## src/rtl/deframer_pkg.sv

```systemverilog
package deframer_pkg;

    localparam int WORD_W = 64;
    localparam int VC_W   = 6;
    localparam int SEQ_W  = 16;
    localparam int LEN_W  = 16;
    localparam int MD_W   = 5;
    localparam int BEAT_W = LEN_W - 2;

    localparam logic [2:0] TYPE_DATA    = 3'h6;
    localparam logic [2:0] TYPE_DATA_TS = 3'h7;

    typedef struct packed {
        logic [VC_W-1:0]  vc;
        logic             eob;
        logic             eov;
        logic [2:0]       ptype;
        logic [MD_W-1:0]  nmeta;
        logic [SEQ_W-1:0] seq;
        logic [LEN_W-1:0] len;
        logic [15:0]      dst;
    } pkt_hdr_t;

    typedef enum logic [2:0] {
        ST_HEAD,
        ST_STAMP,
        ST_META,
        ST_BODY,
        ST_FLUSH
    } dfr_state_t;

endpackage

```

## src/rtl/dfr_hdr_unpack.sv

```systemverilog
module dfr_hdr_unpack
    import deframer_pkg::*;
(
    input  logic [WORD_W-1:0] word,
    output pkt_hdr_t          hdr,
    output logic              is_data,
    output logic              has_ts,
    output logic [BEAT_W-1:0] total_beats,
    output logic              too_short
);
    localparam int OVH_W = MD_W + 2;

    logic [LEN_W:0]   len_round;
    logic [OVH_W-1:0] ovh_beats;
    logic [OVH_W+2:0] ovh_bytes;

    always_comb begin
        hdr         = pkt_hdr_t'(word);
        has_ts      = (hdr.ptype == TYPE_DATA_TS);
        is_data     = (hdr.ptype == TYPE_DATA) || has_ts;
        len_round   = {1'b0, hdr.len} + (LEN_W+1)'(7);
        total_beats = len_round[LEN_W:3];
        ovh_beats   = OVH_W'(1) + OVH_W'(has_ts) + OVH_W'(hdr.nmeta);
        ovh_bytes   = {ovh_beats, 3'b000};
        too_short   = hdr.len < LEN_W'(ovh_bytes);
    end

endmodule

```

## src/rtl/dfr_seq_track.sv

```systemverilog
module dfr_seq_track #(
    parameter int VC_W  = 6,
    parameter int SEQ_W = 16
) (
    input  logic             clk,
    input  logic             rst_n,
    input  logic             chk,
    input  logic [VC_W-1:0]  vc,
    input  logic [SEQ_W-1:0] seq,
    output logic             gap
);
    localparam int NUM_VC = 1 << VC_W;

    logic [SEQ_W-1:0]  expect_q [NUM_VC];
    logic [NUM_VC-1:0] seen_q;
    logic              gap_q;

    always_ff @(posedge clk) begin
        if (chk) begin
            expect_q[vc] <= seq + SEQ_W'(1);
        end
    end

    always_ff @(posedge clk or negedge rst_n) begin
        if (!rst_n) begin
            seen_q <= '0;
            gap_q  <= 1'b0;
        end else begin
            gap_q <= chk && seen_q[vc] && (seq != expect_q[vc]);
            if (chk) begin
                seen_q[vc] <= 1'b1;
            end
        end
    end

    assign gap = gap_q;

endmodule

```

## src/rtl/pkt_deframer.sv

```systemverilog
module pkt_deframer
    import deframer_pkg::*;
(
    input  logic              clk,
    input  logic              rst_n,
    input  logic [63:0]       s_tdata,
    input  logic              s_tvalid,
    input  logic              s_tlast,
    output logic              s_tready,
    output logic [63:0]       m_tdata,
    output logic              m_tvalid,
    output logic              m_tlast,
    input  logic              m_tready,
    output logic              sb_valid,
    output logic [5:0]        sb_vc,
    output logic              sb_eob,
    output logic              sb_eov,
    output logic [2:0]        sb_type,
    output logic [4:0]        sb_nmeta,
    output logic [15:0]       sb_seq,
    output logic [15:0]       sb_len,
    output logic [15:0]       sb_dst,
    output logic [63:0]       sb_ts,
    output logic              seq_gap,
    output logic              pkt_drop,
    output logic              pkt_malformed
);
    dfr_state_t        state_q, state_d;
    pkt_hdr_t          hdr_in, hdr_q;
    logic              is_data, has_ts, too_short;
    logic [BEAT_W-1:0] total_beats;
    logic [BEAT_W-1:0] rem_q;
    logic [MD_W-1:0]   meta_q;
    logic [WORD_W-1:0] ts_q;
    logic              first_q;
    logic              drop_q, mal_q;
    logic              beat_ok, last_by_len, early_end, bad_hdr;
    logic              hdr_beat, hdr_good, chk_seq;

    dfr_hdr_unpack u_unpack (
        .word        (s_tdata),
        .hdr         (hdr_in),
        .is_data     (is_data),
        .has_ts      (has_ts),
        .total_beats (total_beats),
        .too_short   (too_short)
    );

    dfr_seq_track #(.VC_W(VC_W), .SEQ_W(SEQ_W)) u_seq (
        .clk   (clk),
        .rst_n (rst_n),
        .chk   (chk_seq),
        .vc    (hdr_in.vc),
        .seq   (hdr_in.seq),
        .gap   (seq_gap)
    );

    always_comb begin
        beat_ok     = s_tvalid && s_tready;
        last_by_len = (rem_q == BEAT_W'(1));
        early_end   = s_tlast && !last_by_len;
        bad_hdr     = too_short || (s_tlast && (total_beats != BEAT_W'(1)));
        hdr_beat    = beat_ok && (state_q == ST_HEAD);
        hdr_good    = hdr_beat && is_data && !bad_hdr;
        chk_seq     = hdr_beat && is_data;
    end

    // next-state logic
    always_comb begin
        state_d = state_q;
        if (beat_ok) begin
            unique case (state_q)
                ST_HEAD: begin
                    if (!is_data) begin
                        state_d = s_tlast ? ST_HEAD : ST_FLUSH;
                    end else if (bad_hdr) begin
                        state_d = ST_HEAD;
                    end else if (has_ts) begin
                        state_d = ST_STAMP;
                    end else if (hdr_in.nmeta != '0) begin
                        state_d = ST_META;
                    end else if (total_beats != BEAT_W'(1)) begin
                        state_d = ST_BODY;
                    end else begin
                        state_d = ST_HEAD;
                    end
                end
                ST_STAMP: begin
                    if (early_end || (last_by_len && meta_q == '0)) begin
                        state_d = ST_HEAD;
                    end else if (meta_q != '0) begin
                        state_d = ST_META;
                    end else begin
                        state_d = ST_BODY;
                    end
                end
                ST_META: begin
                    if (early_end) begin
                        state_d = ST_HEAD;
                    end else if (meta_q != MD_W'(1)) begin
                        state_d = ST_META;
                    end else begin
                        state_d = last_by_len ? ST_HEAD : ST_BODY;
                    end
                end
                ST_BODY: begin
                    state_d = (early_end || last_by_len) ? ST_HEAD : ST_BODY;
                end
                ST_FLUSH: begin
                    state_d = s_tlast ? ST_HEAD : ST_FLUSH;
                end
                default: state_d = ST_HEAD;
            endcase
        end
    end

    // state register
    always_ff @(posedge clk or negedge rst_n) begin
        if (!rst_n) begin
            state_q <= ST_HEAD;
        end else begin
            state_q <= state_d;
        end
    end

    // packet context and error pulses
    always_ff @(posedge clk or negedge rst_n) begin
        if (!rst_n) begin
            hdr_q   <= '0;
            ts_q    <= '0;
            rem_q   <= '0;
            meta_q  <= '0;
            first_q <= 1'b0;
            drop_q  <= 1'b0;
            mal_q   <= 1'b0;
        end else begin
            drop_q <= hdr_beat && !is_data;
            mal_q  <= (hdr_beat && is_data && bad_hdr) ||
                      (beat_ok && early_end &&
                       (state_q inside {ST_STAMP, ST_META, ST_BODY}));
            if (hdr_good) begin
                hdr_q   <= hdr_in;
                ts_q    <= '0;
                first_q <= 1'b1;
                rem_q   <= total_beats - BEAT_W'(1);
                meta_q  <= hdr_in.nmeta;
            end else if (beat_ok && state_q inside {ST_STAMP, ST_META, ST_BODY}) begin
                rem_q <= rem_q - BEAT_W'(1);
                if (state_q == ST_STAMP) ts_q <= s_tdata;
                if (state_q == ST_META)  meta_q <= meta_q - MD_W'(1);
                if (state_q == ST_BODY)  first_q <= 1'b0;
            end
        end
    end

    // outputs
    always_comb begin
        s_tready      = (state_q == ST_BODY) ? m_tready : 1'b1;
        m_tvalid      = (state_q == ST_BODY) && s_tvalid;
        m_tdata       = s_tdata;
        m_tlast       = last_by_len || s_tlast;
        sb_valid      = m_tvalid && first_q;
        sb_vc         = hdr_q.vc;
        sb_eob        = hdr_q.eob;
        sb_eov        = hdr_q.eov;
        sb_type       = hdr_q.ptype;
        sb_nmeta      = hdr_q.nmeta;
        sb_seq        = hdr_q.seq;
        sb_len        = hdr_q.len;
        sb_dst        = hdr_q.dst;
        sb_ts         = ts_q;
        pkt_drop      = drop_q;
        pkt_malformed = mal_q;
    end

endmodule

```

## config.mk

```make
export PLATFORM = sky130hd
export DESIGN_NAME = pkt_deframer
export DESIGN_NICKNAME = d
export VERILOG_FILES = /design/src/rtl/deframer_pkg.sv /design/src/rtl/dfr_hdr_unpack.sv /design/src/rtl/dfr_seq_track.sv /design/src/rtl/pkt_deframer.sv
export SDC_FILE = /design/constraint.sdc
export NUM_CORES = 1
export LEC_CHECK = 0
export ABC_AREA = 1
export BUFFER_PORTS_ARGS = -buffer_cell sky130_fd_sc_hd__buf_2
export CORE_UTILIZATION = 50
export CTS_CLUSTER_SIZE = 24
export DETAILED_ROUTE_END_ITERATION = 6
export PLACE_DENSITY = 0.71
export SETUP_SLACK_MARGIN = 0.2
export SKIP_LAST_GASP = 1
export SLEW_MARGIN = 20
export SYNTH_ARGS = -nofsm -noshare
export SYNTH_HDL_FRONTEND = slang
export SYNTH_SLANG_ARGS = --single-unit
```

## constraint.sdc

```tcl
create_clock -name clk -period 4 [get_ports clk]
set_input_delay 0.2 -clock clk [delete_from_list [all_inputs] [get_ports clk]]
set_output_delay 0.2 -clock clk [all_outputs]
set_load 0.02 [all_outputs]
```

==> summary.md <==
| Metric | Value |
|---|---|
| Outcome | complete, but fails checks |
| Failing checks | DRC |
| VDD IR max | 0.000396 V |
| Clock network fraction of total power | about 41% |
| Switching power | 7590 uW |
| Worst hold start | s_tdata[63] |
| Gr ovfl total | 0 |
| Crit path top cell by count | nand2_1 |
| Slew Viols, Final | 0 |
| Worst path required time | approximately 4.7 ns |
| Chip Height | 331 um |
| Slowest stage delay, CP | 0.55 ns |
| Top Family by Delay on Critical Path | buffers and inverters |
| CTS tree | built |
| Vias in the first global route | about 37000 |
| Setup WS post-layout | 0.651 ns |
| Critical Path Slowest Stage Cell | dlygate4sd3_1 |
| I/O pins | roughly 270 |
| Worst-path fanout max | 32 |
| Syn_area_per_cell | 9.76 um2 |
| Critical Path AT | 4.02 ns |
| WL final | 147000 um |
| First-pass GRT wire length | 223000 um |
| Floorplan core area | 107000 um2 |
| Cell breakdown of the critical path | dlygate4sd3_1 -> buf_2 -> nand2_1 -> inv_1 -> nand2_1 -> ha_1 -> inv_1 -> fa_1 -> nor2_1 -> xnor2_1 -> ha_1 -> nand2_1 -> inv_1 -> nand3_1 -> a21oi_1 -> o211ai_1 -> nand2_1 -> nand3_4 -> inv_2 -> buf_4 -> nand2_1 -> o211ai_1 |
| RSZ-0062 raised after global routing | no |
| Total track usage | 26.7% |
| Switching Fraction | between 20% and 30% |
| Detail Placement HPWL | 86100 um |
| Post-CTS Setup Bufs | 0 |
| Avg WL per Cell | 20.0 um |
| Leakage | 0.0280 uW |
| Final Hold Viols | 0 |
| FF+latch count, synth | 1242 |
| Kind of critical path | in2reg |
| Post-synth top area share | 56.7% |
| DRT iter0 DRCs | just over 4000 |
| Hold Path Cell Cnt | 4 |
| Worst R2R Path Depth | 12 |
| Root buf cell | clkbuf_16 |
| Routed vias/inst | 5.30 |
| Tcrit/Tclk final | a little over four fifths |
| Pwr dens | 486 nW/um2 |
| Max Cap Violations | 0 |
| Reg2reg setup slack | 0.97 ns |
| Worst reg2reg endpoint | u_seq.expect_q[43][10]$_DFFE_PP_ |
| Die footprint | 110000 um2 |
| Layout cells sized above 1 | about 12% |
| Netlist cell types | 46 |
| Clk_lat worst skew | 0.75 ns |
| Die width | around 330 um |
| Max Freq | about 300 MHz |
| Crit path launch type | input pin |
| Htree depth | 4 |
| PortBufs | between 200 and 300 |
| Area growth syn-to-layout | 15.1% |
| Via count | 38831 |
| CP bufs+invs | 7 |
| Initial core utilization | 50.6% |
| Post-Syn Instances | 5553 |
| Row Count | 120 |
| Reg clk slew, reported paths | approximately 0.060 ns |
| Gate power share | 10.6% |
| Pre-CTS WS | roughly 0.47 ns |
| Drt pass-1 iters | 7 |
| Nets | 5912 |
| Detail Route Antenna Nets | 0 |
| RD Place Congestion | between 0.9 and 1 |
| Hold Path Class | in2reg |
| Max Clock Skew | between 0.02 and 0.025 ns |
| Syn. warnings | 0 |
| Max Buffers Root-to-Sink | 3 |
| Worst hold endpoint | sb_ts[63]$_DFFE_PN0P_ |
| Clk sinks | 1242 |
| Reg-to-Reg Start | state_q[1]$_DFFE_PN0P_ |
| Post-synthesis sequential area ratio | 66.8% |
| Min cycle time layout | ~3.3 ns |
| DRC Markers | 1 |
| Syn_nets | about 5600 |
| Worst Setup SP | s_tdata[54] |
| Flop pwr share | 48.6% |
| Largest net degree at the start of global routing | 160 |
| Setup TNS Final | 0 ns |
| Top cells by area, synth | edfxtp_1 57%, nand2_1 22%, dfrtp_1 10% |
| CP endpoint kind | flop |
| Tightest Pin Transition | 1.20 ns |
| Synthesized area | 54200 um2 |
| Post-CTS sizing | 0 |
| Slew headroom | about a fifth |
| Setup-failing EPs final | 0 |
| Internal | 22700 uW |
| Num CTS Buffers | 130 |
| Initial antenna violation count | 5 |
| Area leader, netlist | edfxtp_1 |
routing by layer:
metal / wire length [um] / GRT usage, % / vias to the layer above
met5: 22 / 0 / -
met4: 5290 / 11.0 / 4
met3: 11800 / 5.44 / 280
met2: 68600 / 42.1 / 1507
met1: 60800 / 36.2 / 18696
li1: - / - / 18344
worst reg2reg max path, cell delays in order, from the launching register on:
cell,delay [ns]
dfrtp_1,0.40
inv_1,0.08
nor2_1,0.05
inv_1,0.07
nor2_1,0.07
nand2_1,0.09
nand2_1,0.17
inv_1,0.20
nand2_1,0.11
inv_2,0.32
nand2_1,0.40
nor2_1,0.41
buf_4,0.33
cells by family after synthesis:
logic type | Yosys count | share of synthesized area [%]
AND/OR/NAND/NOR | 3433 | 24.3
flip-flops | 1242 | 66.8
buffers and inverters | 537 | 4.38
AO/OA/AOI/OAI | 224 | 2.22
multiplexers | 64 | 1.33
XOR/XNOR | 38 | 0.614
adder cells (fa/ha/maj) | 15 | 0.360
power by group through the flow:
stage,Clock (uW),Sequential [uW],Combinational [uW]
2_1_floorplan,0,15300,1600
3_3_place_gp,0,15000,3090
3_5_place_dp,0,15000,3130
4_1_cts,12500,14700,3200
5_1_grt,13000,14800,3510
6_report,12400,14700,3220
cell usage in the layout (no fill, tap or decap), types with 5 or more instances in the layout:
cell / count
nand3_1: 55
edfxtp_1: 1024
dfrtp_1: 218
dlygate4sd3_1: 65
o21ai_0: 102
nor3_1: 16
o21ai_1: 34
clkbuf_16: 137
buf_12: 22
inv_1: 199
or2_2: 19
buf_4: 117
mux2_2: 64
buf_2: 263
clkinv_8: 6
nand4_1: 8
xor2_1: 16
bufinv_16: 14
a21oi_1: 52
clkinv_2: 22
clkinv_1: 18
clkbuf_1: 24
nor3_2: 8
o31ai_1: 5
xnor2_1: 8
clkbuf_8: 7
nand2_1: 3147
inv_2: 7
nor2_1: 158
xor2_4: 14
o22ai_1: 16
ha_1: 13
cell usage after synthesis, drive strengths merged:
cell type,count
a21oi,52
a221oi,1
a22oi,1
a31oi,1
buf,161
clkbuf,166
clkinv,1
dfrtp,218
edfxtp,1024
fa,1
ha,14
inv,209
mux2,64
nand2,3150
nand3,58
nand3b,3
nand4,8
nor2,163
nor3,24
nor3b,1
nor4,4
o2111ai,2
o211ai,3
o21ai,137
o221ai,3
o22ai,16
o31ai,5
o32ai,1
o41ai,2
or2,22
xnor2,8
xor2,30
through the flow:
step,power [uW],util (%),hold slack [ns],cell area [um2],std cells
after floorplan,16900,-,-0.0956,54200,5553
after global placement,18100,53.5,0.293,57300,7034
after detailed placement,18100,53.5,0.289,57300,7034
after CTS,30400,58.2,0.0269,62400,7332
after global routing,31200,58.2,0.0494,62400,7332
final,30300,58.2,0.0604,62400,7333
layout make-up:
class / count / area [um2]
clock inverter: 65 / 753
timing repair buffer: 470 / 3330
inverter: 210 / 806
multi-input combinational: 3774 / 15900
fill: 8838 / 44800
sequential: 1242 / 36200
tap: 1403 / 1760
antenna: 1 / 2.50
clock buffer: 168 / 3610
sequential cells by signal, summed over array words and instances (netlist names), 3 cells and up:
register        flops
sb_vc               6
meta_q              5
sb_len             16
sb_seq             16
state_q             3
u_seq.seen_q       64
sb_dst             16
sb_type             3
sb_nmeta            5
u_seq.expect_q   1024
sb_ts              64
rem_q              14
worst max path at each step:
stage	endpoint	slack, ns	depth (start not counted)
final	meta_q[1]$_DFFE_PN0P_	0.65	22
after global routing	meta_q[1]$_DFFE_PN0P_	0.40	22
after CTS	meta_q[1]$_DFFE_PN0P_	0.74	22
after detailed placement	meta_q[1]$_DFFE_PN0P_	0.47	21
after global placement	meta_q[1]$_DFFE_PN0P_	0.61	21
after floorplan	u_seq.expect_q[0][15]$_DFFE_PP_	0.21	8
timing repair:
item                       CTS  global route
hold endpoints to repair   220             0
hold buffers                65             0
setup endpoints to repair    0             0
Power figures use the tool's default switching activity.
